## src/rtl/snooze_pkg.sv

```systemverilog
package snooze_pkg;
  typedef enum logic [1:0] {
    SNZ_AWAKE   = 2'd0,
    SNZ_ENTRY   = 2'd1,
    SNZ_ASLEEP  = 2'd2,
    SNZ_RECOVER = 2'd3
  } snz_state_e;
endpackage

```

## src/rtl/snz_sync.sv

```systemverilog
module snz_sync #(
  parameter int STAGES = 2
) (
  input  logic clk,
  input  logic rst_n,
  input  logic d_i,
  output logic q_o
);
  logic [STAGES-1:0] chain;

  generate
    for (genvar i = 0; i < STAGES; i++) begin : g_stage
      if (i == 0) begin : g_first
        always_ff @(posedge clk or negedge rst_n)
          if (!rst_n) chain[0] <= 1'b0;
          else        chain[0] <= d_i;
      end else begin : g_next
        always_ff @(posedge clk or negedge rst_n)
          if (!rst_n) chain[i] <= 1'b0;
          else        chain[i] <= chain[i-1];
      end
    end
  endgenerate

  assign q_o = chain[STAGES-1];
endmodule

```

## src/rtl/snz_window.sv

```systemverilog
module snz_window #(
  parameter int LEN = 2
) (
  input  logic clk,
  input  logic rst_n,
  input  logic run_i,
  output logic last_o
);
  localparam int W = (LEN > 1) ? $clog2(LEN) : 1;
  localparam logic [W-1:0] LAST_VAL = W'(LEN - 1);

  logic [W-1:0] cnt;

  always_ff @(posedge clk or negedge rst_n)
    if (!rst_n)       cnt <= '0;
    else if (!run_i)  cnt <= '0;
    else if (!last_o) cnt <= cnt + 1'b1;

  assign last_o = run_i && (cnt == LAST_VAL);


  win_clear_chk: assert property (@(posedge clk) disable iff (!rst_n)
    !run_i |=> (cnt == '0));


  win_range_chk: assert property (@(posedge clk) disable iff (!rst_n)
    run_i |-> (cnt <= LAST_VAL));
endmodule

```

## src/rtl/snooze_seq.sv

```systemverilog
module snooze_seq
  import snooze_pkg::*;
#(
  parameter int SYNC_STAGES = 2,
  parameter int ENTRY_CYC   = 2,
  parameter int EXIT_CYC    = 2
) (
  input  logic clk,
  input  logic rst_n,
  input  logic sleep_async_i,
  input  logic cmd_valid_i,
  input  logic cmd_write_i,
  output logic gate_o,
  output logic out_hiz_o,
  output logic asleep_o,
  output logic violation_o
);
  snz_state_e st, st_nx;
  logic sleep_s, entry_last, exit_last, in_entry, in_recov, bad_cmd;

  snz_sync #(.STAGES(SYNC_STAGES)) u_sync (
    .clk(clk), .rst_n(rst_n), .d_i(sleep_async_i), .q_o(sleep_s));

  assign in_entry = (st == SNZ_ENTRY);
  assign in_recov = (st == SNZ_RECOVER);

  snz_window #(.LEN(ENTRY_CYC)) u_entry_win (
    .clk(clk), .rst_n(rst_n), .run_i(in_entry), .last_o(entry_last));

  snz_window #(.LEN(EXIT_CYC)) u_exit_win (
    .clk(clk), .rst_n(rst_n), .run_i(in_recov), .last_o(exit_last));

  always_comb begin
    st_nx = st;
    unique case (st)
      SNZ_AWAKE:   if (sleep_s)    st_nx = SNZ_ENTRY;
      SNZ_ENTRY:   if (entry_last) st_nx = SNZ_ASLEEP;
      SNZ_ASLEEP:  if (!sleep_s)   st_nx = SNZ_RECOVER;
      SNZ_RECOVER: if (exit_last)  st_nx = SNZ_AWAKE;
      default:                     st_nx = SNZ_AWAKE;
    endcase
  end

  always_ff @(posedge clk or negedge rst_n)
    if (!rst_n) st <= SNZ_AWAKE;
    else        st <= st_nx;

  assign bad_cmd = cmd_valid_i && (in_entry || (in_recov && cmd_write_i));

  always_ff @(posedge clk or negedge rst_n)
    if (!rst_n)       violation_o <= 1'b0;
    else if (bad_cmd) violation_o <= 1'b1;

  assign asleep_o  = (st == SNZ_ASLEEP);
  assign out_hiz_o = asleep_o;
  assign gate_o    = asleep_o || in_recov;


  viol_sticky_chk: assert property (@(posedge clk) disable iff (!rst_n)
    violation_o |=> violation_o);


  enter_path_chk: assert property (@(posedge clk) disable iff (!rst_n)
    $rose(asleep_o) |-> ($past(st) == SNZ_ENTRY));


  gate_release_chk: assert property (@(posedge clk) disable iff (!rst_n)
    $fell(gate_o) |-> ($past(st) == SNZ_RECOVER));


  viol_cause_chk: assert property (@(posedge clk) disable iff (!rst_n)
    $rose(violation_o) |-> ($past(st) == SNZ_ENTRY || $past(st) == SNZ_RECOVER));
endmodule

```

## config.mk

```make
export PLATFORM = sky130hd
export DESIGN_NAME = snooze_seq
export DESIGN_NICKNAME = d
export VERILOG_FILES = /design/src/rtl/snooze_pkg.sv /design/src/rtl/snz_sync.sv /design/src/rtl/snz_window.sv /design/src/rtl/snooze_seq.sv
export SDC_FILE = /design/constraint.sdc
export NUM_CORES = 1
export LEC_CHECK = 0
export BUFFER_PORTS_ARGS = -buffer_cell sky130_fd_sc_hd__buf_2
export CORE_AREA = 3 3 40 42
export DETAILED_ROUTE_END_ITERATION = 7
export DIE_AREA = 0 0 43 45
export SLEW_MARGIN = 20
export SYNTH_ARGS = -nofsm -noshare
export SYNTH_HDL_FRONTEND = slang
export SYNTH_SLANG_ARGS = --single-unit
```

## constraint.sdc

```tcl
create_clock -name clk -period 1.7 [get_ports clk]
set_clock_uncertainty 0.05 [all_clocks]
set_input_delay 0.34 -clock clk [delete_from_list [all_inputs] [get_ports clk]]
set_output_delay 0.34 -clock clk [all_outputs]
set_load 0.02 [all_outputs]
```

==> results of run 1 <==
==> layout make-up <==
cell class	instances	area share, %
inverters	2	1.51
flip-flops and latches	7	35.5
well taps	15	3.78
repair buffers	14	18.9
multi-input cells	17	35.0
clock buffers	4	5.29
==> metrics by stage <==
stage	cell area [um2]	total power, uW
6_report	497	984
5_1_grt	497	1070
4_1_cts	462	905
3_5_place_dp	388	668
3_3_place_gp	388	664
2_1_floorplan	344	604
==> cells by family after synthesis <==
family | Yosys count | share of synthesized area [%]
adders and majority gates | 4 | 14.5
muxes | 1 | 4.36
buffers and inverters | 5 | 6.55
AOI/OAI and AO/OA | 3 | 6.91
and+or+nand+nor | 9 | 16.7
DFF | 7 | 50.9
==> worst paths after layout <==
| kind | start | endpoint | slack [ns] | depth (start not counted) |
|---|---|---|---|---|
| setup / recovery | st[0] | gate_o | 0.06 | 4 |
| hold / removal | sleep_async_i | u_sync.chain[0] | 0.15 | 1 |
| setup reg to reg | st[1] | st[1] | 0.17 | 6 |
| hold reg to reg | u_sync.chain[0] | u_sync.q_o | 0.30 | 0 |
| max in group asynchronous | rst_n | st[1] | 1.03 | 2 |
| min in group asynchronous | rst_n | violation_o | 0.40 | 2 |
==> worst register-to-register path, delay by kind of cell (launching register included) <==
kind | cells | cell delay, ns
adders and majority gates | 1 | 0.18
buffers and inverters | 2 | 0.22
DFF | 1 | 0.45
muxes | 1 | 0.30
and+or+nand+nor | 2 | 0.21
==> registers in the layout (all words and copies together), names as in the netlist <==
register,flops
u_exit_win.cnt,1
u_sync.q_o,1
u_sync.chain,1
st,2
violation_o,1
u_entry_win.cnt,1
==> report_power, final <==
part	switching [uW]	internal, uW	total (uW)
sequential	46.6	223	270
combinational	258	312	570
clock	55.1	89.2	144
==> what timing repair did <==
action / CTS / global route
gates cloned: 0 / 0
hold buffers: 1 / 0
setup buffers: 4 / 1
setup endpoints to repair: 1 / 1
hold endpoints to repair: 7 / 0
gates resized for setup: 3 / 6
pin swaps: 0 / 1
==> per-layer routing <==
| metal | share of wire, % | global-route usage [%] |
|---|---|---|
| met1 | 40 | 6.65 |
| met2 | 54 | 12.3 |
| met3 | 5.1 | 2.39 |
| met4 | 0 | 3.61 |
| met5 | 0 | 0 |
==> cells in the final DEF (no fill, tap or decap) <==
cell,count
and3_1,1
nand2b_1,2
nand2_1,1
a41oi_1,1
a21o_1,2
clkbuf_1,1
dfrtp_2,1
dfrtp_1,6
inv_2,1
dlygate4sd3_1,1
nand2b_2,1
buf_4,5
nand4_2,1
or2_4,1
nor2_1,2
mux2_4,1
clkbuf_4,3
ha_1,2
buf_2,7
inv_1,1
ha_4,2
buf_6,1
==> out/qor.txt, run 1 <==
Max-cap violations: 0
Number of synthesized flops with an enable pin: 0
Bufs and invs on worst path: 2
Num rows: 13
Vias in the first global route: 235
Die area: 0.00194 mm2
Core Util, Final: 38.7%
CP max stage delay: 0.42 ns
CP max stage cell: dfrtp_1
Final setup TNS: 0 ns
Syn. warnings: 0
Top cells by area, synth: dfrtp_1, ha_1, a21o_1
Final cell count without fillers: 59
Vias/cell: 4.02
Period utilization: 96.5%
Final #Nets: 54
Share of the synthesized area in the top cell type: 50.9%
Data arrival, critical path: 1.25 ns
Syn nets: 38
Pin count of the biggest net entering global routing: 8
Critical Path End Type: output port
Pre-CTS setup slack: 0.184 ns
Die height: 45 um
Grt ovf: 0
Antenna cells: 0
Count leader, synth: dfrtp_1
Top cells by count, synth: dfrtp_1, ha_1
Die width: 43 um
Final RePlAce weighted congestion: 0.638
Share of cells above drive strength 1: 54.5%
Final setup vio count: 0
Mean post-synth cell area: 11.9 um2
Worst-Margin Slew: 0.179 ns
Peak supply drop: 0.613 mV
Crit path max-delay family: flip-flops
Ys flop type: dfrtp_1
HP Class: in2reg
DRT antenna net count: 0
Worst-Skew Late Latency: 0.24 ns
Ys async rst share: 100%
Placed Cells incl. Taps: 49
IO Port Bufs: 8
Fillers: 127
CP Class: reg2out
Detailed-route DRC error count: 0
Core area: 0.00128 mm2
Cell taking the most area after synthesis: dfrtp_1
GRT Total Usage: 6.71%
Gate Count Post-Synth: 29
DR iter-0 viols: 3
Max Slew Vio Count: 0
TritonCTS Buffers: 3
Drt pass-1 iters: 2
Avg WL per Cell: 9.88 um
Min Clock Period, post-route: 1.64 ns
Startpoint Class: register
Final setup margin: 0.0603 ns
Count of cell types in the netlist: 15
Crit-path cells: inv_2, ha_4, or2_4, buf_6
TritonCTS clock tree: built
Fin Hold WS: 0.153 ns
Synthesis-stage register bit count: 7
Drt total wl: 583 um
Seq/Total Area, Yosys: 50.9%
Io pins: 9
Max-slew headroom: 88.1%
Starting Density: 26.8%
Root buf cell: clkbuf_4
Vias: 237
CP required: 1.31 ns
Syn Std Cell Area: 344 um2
Reg clk slew, reported paths: 0.05 ns
Initial antenna violation count: 0
Synth-to-layout area growth: 44.4%
Clock sinks: 7
Post-detail-place hpwl: 407 um
Fin. Hold Viols: 0
Leakage: 0.000242 uW
Crit Path Max Fanout: 3
Status: finished, final reports clean
Area of the multi-input gates: 174 um2
First-pass GRT wire length: 917 um
Clk buf depth: 2
FF+latch area: 176 um2
Pwr per Cell Area: 1980 mW/mm2
H-tree depth: 1
F_max: 610 MHz
(Power assumes the default switching activity.)
==> run 2: changes to the inputs <==
--- a/config.mk
+++ b/config.mk
@@ -5,11 +5,13 @@
 export SDC_FILE = /design/constraint.sdc
 export NUM_CORES = 1
 export LEC_CHECK = 0
-export BUFFER_PORTS_ARGS = -buffer_cell sky130_fd_sc_hd__buf_2
+export BUFFER_PORTS_ARGS = -buffer_cell sky130_fd_sc_hd__buf_4
 export CORE_AREA = 3 3 40 42
 export DETAILED_ROUTE_END_ITERATION = 7
 export DIE_AREA = 0 0 43 45
+export PLACE_DENSITY = 0.47
 export SLEW_MARGIN = 20
 export SYNTH_ARGS = -nofsm -noshare
 export SYNTH_HDL_FRONTEND = slang
+export SYNTH_HIERARCHICAL = 1
 export SYNTH_SLANG_ARGS = --single-unit
==> out/qor.txt, run 2 <==
Fillers: 125 (was 127)
Num rows: 13 (unchanged)
Max FFs per register: 2 (unchanged)
CP max stage delay: 0.41 ns (was 0.42 ns)
TritonCTS clock tree: built (unchanged)
Worst-Skew Late Latency: 0.24 ns (about the same)
Starting Density: 27.3% (was 26.8%)
Avg WL per Cell: 9.67 um (was 9.88 um)
Design Area, Final: 529 um2 (was 497 um2)
CP required: 1.77 ns (was 1.31 ns)
Seq/Total Area, Yosys: 50.0% (was 50.9%)
Share of the synthesized area in the top cell type: 50.0% (was 50.9%)
Reg2reg path depth: 7 (was 6)
Most common cell after layout, fill and taps aside: buf_4 (was buf_2)
Fin. Hold Viols: 0 (unchanged)
Synth-to-layout area growth: 51.1% (was 44.4%)
Syn nets: 40 (was 38)
Tot Pwr: 1000 uW (was 984 uW)
Max Slew Vio Count: 0 (unchanged)
Vias: 253 (was 237)
Initial antenna violation count: 0 (unchanged)
Gate Count Post-Synth: 31 (was 29)
Antenna cells: 0 (unchanged)
Drt total wl: 590 um (was 583 um)
DRT antenna net count: 0 (unchanged)
Peak supply drop: 0.742 mV (was 0.613 mV)
TritonCTS Buffers: 3 (unchanged)
Max-slew headroom: 88.2% (was 88.1%)
Die width: 43 um (unchanged)
Vias in the first global route: 274 (was 235)
Final setup margin: 0.0697 ns (was 0.0603 ns)
Startpoint Class: register (unchanged)
Number of synthesized flops with an enable pin: 0 (unchanged)
R2R setup slack: 0.07 ns (was 0.17 ns)
First-pass GRT wire length: 1.04 mm (was 917 um)
CP max stage cell: dfrtp_2 (was dfrtp_1)
Final setup TNS: 0 ns (unchanged)
Placed instance area: 422 um2 (was 388 um2)
HP Class: in2reg (unchanged)
Hold Path End: u_sync/chain[0] (was u_sync.chain[0])
Vias/cell: 4.15 (was 4.02)
Drt pass-1 iters: 4 (was 2)
Clock sinks: 7 (unchanged)
Top cells by area, synth: dfrtp_1, ha_1, a21o_1 (unchanged)
F_max: 613 MHz (was 610 MHz)
Mean post-synth cell area: 11.3 um2 (was 11.9 um2)
Final #Nets: 56 (was 54)
Data arrival, critical path: 1.70 ns (was 1.25 ns)
Max-cap violations: 0 (unchanged)
Crit Path Max Fanout: 4 (was 3)
Period utilization: 95.9% (was 96.5%)
Syn. warnings: 6 (was 0)
Ys async rst share: 100% (unchanged)
Grt ovf: 0 (unchanged)
Final RePlAce weighted congestion: 0.695 (was 0.638)
IO Port Bufs: 8 (unchanged)
Cell taking the most area after synthesis: dfrtp_1 (unchanged)
Core area: 0.00128 mm2 (unchanged)
Most flops, register: st (unchanged)
GRT Total Usage: 7.72% (was 6.71%)
Unrepaired setup endpoints after global routing: no
Critical Path End Type: register (was output port)
Pre-CTS setup slack: 0.101 ns (was 0.184 ns)
Clk buf depth: 2 (unchanged)
Top cells by count, synth: dfrtp_1, ha_1 (unchanged)
Pwr per Cell Area: 1890 mW/mm2 (was 1980 mW/mm2)
Worst reg2reg path startpoint: st[0] (was st[1])
Post-detail-place hpwl: 457 um (was 407 um)
R2r endpoint: st[1] (unchanged)
Hold Path Cell Cnt: 1 (unchanged)
Pin count of the biggest net entering global routing: 8 (unchanged)
Ys flop type: dfrtp_1 (unchanged)
Reg clk slew, reported paths: 0.05 ns (about the same)
Commonest cells after routing, fill and taps aside: buf_4, dfrtp_1, clkbuf_4 (was buf_2, dfrtp_1, buf_4)
Most common cell on crit path: buf_4
Die area: 0.00194 mm2 (unchanged)
Syn Std Cell Area: 350 um2 (was 344 um2)
Leakage: 0.000254 uW (was 0.000242 uW)
Crit-path cells: inv_2, buf_4, buf_4, ha_1, nand2b_1, nand4_1, mux2_4 (was inv_2, ha_4, or2_4, buf_6)
Fin Hold WS: 0.155 ns (was 0.153 ns)
Worst-Margin Slew: 0.175 ns (was 0.179 ns)
Root buf cell: clkbuf_4 (unchanged)
Status: finished, final reports clean (unchanged)
Die height: 45 um (unchanged)
Min Clock Period, post-route: 1.63 ns (was 1.64 ns)
DR iter-0 viols: 2 (was 3)
Share of cells above drive strength 1: 54.3% (was 54.5%)
HP Start: sleep_async_i (unchanged)
H-tree depth: 1 (unchanged)
Final setup vio count: 0 (unchanged)
Count of cell types in the netlist: 16 (was 15)
Synthesis-stage register bit count: 7 (unchanged)
Io pins: 9 (unchanged)
CP Class: reg2reg (was reg2out)
Count leader, synth: dfrtp_1 (unchanged)
Detailed-route DRC error count: 0 (unchanged)
==> run 2: worst max-delay path, delay by kind of cell (launching register included) <==
| kind | cells | cell delay [ns] |
|---|---|---|
| AND/OR/NAND/NOR | 2 | 0.22 |
| adder cells (fa/ha/maj) | 1 | 0.20 |
| flip-flops | 1 | 0.41 |
| buffers and inverters | 3 | 0.32 |
| multiplexers | 1 | 0.31 |
==> run 2: cell type report <==
class,count,area (um2),share of cell area (%)
clock buffers,4,26.3,4.96
repair buffers,14,111,21.0
well taps,15,18.8,3.55
multi-input cells,19,188,35.5
flip-flops and latches,7,178,33.6
inverters,2,7.51,1.42
==> run 2: worst max-delay path by stage <==
stage          startpoint      to  slack, ns  cells after the start
5_1_grt             st[0]   st[1]      0.009                      7
3_3_place_gp        st[0]   st[1]       0.14                      5
2_1_floorplan       st[1]   st[1]       0.19                      6
4_1_cts             st[1]  gate_o      0.004                      3
3_5_place_dp        st[0]   st[1]       0.10                      5
6_report            st[0]   st[1]       0.07                      7
==> run 2: where the power goes <==
part | switching (uW) | internal (uW)
clock network | 54.8 | 89.2
logic | 248 | 330
registers | 54.0 | 226
total | 357 | 645
==> run 2: timing repair <==
action                     in CTS  in global routing
buffers inserted                4                  0
gates resized for setup         8                  2
hold endpoints to repair        7                  0
setup endpoints to repair       1                  2
hold buffers                    1                  0
gates cloned                    0                  0
pin swaps                       2                  1
==> run 2: per-layer routing <==
layer / up-vias / GRT usage [%] / wire length, um
li1: 131 / - / -
met1: 114 / 7.90 / 242
met2: 8 / 12.6 / 312
met3: 0 / 1.20 / 35
met4: 0 / 9.04 / 0
met5: - / 0 / 0
==> run 2: stage by stage <==
| stage | utilization (%) | std cells |
|---|---|---|
| floorplan | - | 31 |
| global placement | 32.8 | 52 |
| detailed placement | 32.8 | 52 |
| CTS | 40.4 | 61 |
| global route | 41.2 | 61 |
| finish | 41.2 | 61 |
==> run 2: cells by family after synthesis <==
family          after synthesis  synth area share, %
fa+ha+maj                     4                 14.3
mux                           1                 4.28
compound gates                3                 6.78
flops                         7                 50.0
simple gates                 11                 18.2
buf+inv                       5                 6.43
==> run 3: changes to the inputs <==
--- a/config.mk
+++ b/config.mk
@@ -6,10 +6,11 @@
 export NUM_CORES = 1
 export LEC_CHECK = 0
 export BUFFER_PORTS_ARGS = -buffer_cell sky130_fd_sc_hd__buf_4
-export CORE_AREA = 3 3 40 42
+export CORE_AREA = 5 5 42 44
 export DETAILED_ROUTE_END_ITERATION = 7
-export DIE_AREA = 0 0 43 45
+export DIE_AREA = 0 0 47 49
 export PLACE_DENSITY = 0.47
+export REMOVE_ABC_BUFFERS = 1
 export SLEW_MARGIN = 20
 export SYNTH_ARGS = -nofsm -noshare
 export SYNTH_HDL_FRONTEND = slang
==> out/qor.txt, run 3 (same netlist as run 2, synthesis figures left out) <==
First-pass GRT wire length: 1.04 mm (about the same)
R2R setup slack: 0.06 ns (was 0.07 ns)
Most common cell after layout, fill and taps aside: buf_4 (unchanged)
Antenna cells: 0 (unchanged)
Starting Density: 25.0% (was 27.3%)
Max-cap violations: 0 (unchanged)
Pre-CTS setup slack: 0.0451 ns (was 0.101 ns)
Vias in the first global route: 245 (was 274)
Bufs and invs on worst path: 1 (was 3)
Crit path max-delay family: flip-flops (unchanged)
Peak supply drop: 0.716 mV (was 0.742 mV)
Vias/cell: 4.34 (was 4.15)
Worst-Margin Slew: 0.178 ns (was 0.175 ns)
Crit Path Max Fanout: 4 (unchanged)
Data arrival, critical path: 1.25 ns (was 1.70 ns)
Final RePlAce weighted congestion: 0.743 (was 0.695)
Final setup margin: 0.0636 ns (was 0.0697 ns)
Die area: 0.00230 mm2 (was 0.00194 mm2)
Final setup vio count: 0 (unchanged)
IO Port Bufs: 8 (unchanged)
Clk buf depth: 2 (unchanged)
HP Class: in2reg (unchanged)
TritonCTS Buffers: 3 (unchanged)
Io pins: 9 (unchanged)
TritonCTS clock tree: built (unchanged)
Die width: 47 um (was 43 um)
Drt pass-1 iters: 1 (was 4)
Fillers: 151 (was 125)
DR iter-0 viols: 0 (was 2)
Final setup TNS: 0 ns (unchanged)
Final #Nets: 55 (was 56)
Max FFs per register: 2 (unchanged)
Pin count of the biggest net entering global routing: 8 (unchanged)
Worst-Skew Late Latency: 0.24 ns (about the same)
Critical Path End Type: output port (was register)
Share of cells above drive strength 1: 57.8% (was 54.3%)
Commonest cells after routing, fill and taps aside: buf_4, dfrtp_1, ha_4, clkbuf_4 (was buf_4, dfrtp_1, clkbuf_4)
Grt ovf: 0 (unchanged)
Crit-path cells: ha_4, or2_4, buf_6 (was inv_2, buf_4, buf_4, ha_1, nand2b_1, nand4_1, mux2_4)
Max Slew Vio Count: 0 (unchanged)
Pwr per Cell Area: 1940 mW/mm2 (was 1890 mW/mm2)
Most flops, register: st (unchanged)
F_max: 611 MHz (was 613 MHz)
Detailed-route DRC error count: 0 (unchanged)
CP Class: reg2out (was reg2reg)
Num rows: 14 (was 13)
Avg WL per Cell: 11.5 um (was 9.67 um)
DRT antenna net count: 0 (unchanged)
Reg clk slew, reported paths: 0.05 ns (about the same)
Period utilization: 96.3% (was 95.9%)
Tot Pwr: 1060 uW (was 1000 uW)
Startpoint Class: register (unchanged)
Clock sinks: 7 (unchanged)
Max-slew headroom: 88.0% (was 88.2%)
Post-detail-place hpwl: 527 um (was 457 um)
Die height: 49 um (was 45 um)
CP required: 1.31 ns (was 1.77 ns)
Core Util, Final: 38.8% (was 41.2%)
CP max stage delay: 0.45 ns (was 0.41 ns)
Root buf cell: clkbuf_4 (unchanged)
Status: finished, final reports clean (unchanged)
Vias: 265 (was 253)
Initial antenna violation count: 0 (unchanged)
Fin. Hold Viols: 0 (unchanged)
Drt total wl: 702 um (was 590 um)
H-tree depth: 1 (unchanged)
GRT Total Usage: 6.73% (was 7.72%)
Leakage: 0.000251 uW (was 0.000254 uW)
Synth-to-layout area growth: 55.4% (was 51.1%)
Min Clock Period, post-route: 1.64 ns (was 1.63 ns)
Core area: 0.00140 mm2 (was 0.00128 mm2)
CP max stage cell: dfrtp_2 (unchanged)
[run 3: cell types whose count changed in the layout (fill, tap and decap cells not counted), sizes merged]
cell	delta
buf	-1
[run 3: metal layers]
metal	routed length, um	track usage, %	up-vias
met4	5	5.53	0
met3	46	3.32	2
met5	0	0	-
met2	383	9.73	8
met1	266	6.94	128
li1	-	-	127
[run 3: layout make-up]
type                       count  area (um2)  share of cell area, %
timing repair buffer          13         108                   19.8
tap                           16        20.0                   3.68
multi-input combinational     19         205                   37.7
clock buffer                   4        26.3                   4.83
sequential                     7         178                   32.6
inverter                       2        7.51                   1.38
[run 3: stage by stage]
| stage | cell area, um2 | hold WS, ns | instances |
|---|---|---|---|
| CTS | 467 | 0.144 | 58 |
| global placement | 415 | 0.106 | 52 |
| detailed placement | 415 | 0.109 | 52 |
| global route | 544 | 0.151 | 61 |
| finish | 544 | 0.155 | 61 |
| floorplan | 335 | -0.00559 | 28 |
[run 3: power by group]
part | internal [uW] | switching, uW | total, uW
registers | 226 | 51.9 | 278
logic | 353 | 284 | 637
clock network | 89.1 | 53.6 | 143
[run 3: final timing paths]
kind                                   endpoint            start  cells after the start
worst min register to register       u_sync/q_o  u_sync/chain[0]                      0
worst min-delay path            u_sync/chain[0]    sleep_async_i                      1
worst max register to register            st[1]            st[1]                      6
worst max-delay path                     gate_o            st[1]                      3
min in group asynchronous       u_entry_win/cnt            rst_n                      2
max in group asynchronous                 st[0]            rst_n                      2
[run 3: worst reg2reg max path: stages, from the launching register on]
cell and delay [ns]:
dfrtp_2 0.45, ha_4 0.18, buf_4 0.14, and2_1 0.15, nand2b_4 0.14, nand4_1 0.10, mux2_4 0.31
[run 3: timing repair]
action | in CTS | in global routing
endpoints found under the setup margin | 1 | 2
hold endpoints to repair | 7 | 0
hold buffers | 1 | 0
gates resized for setup | 3 | 12
pin swaps | 0 | 3
setup buffers | 1 | 3
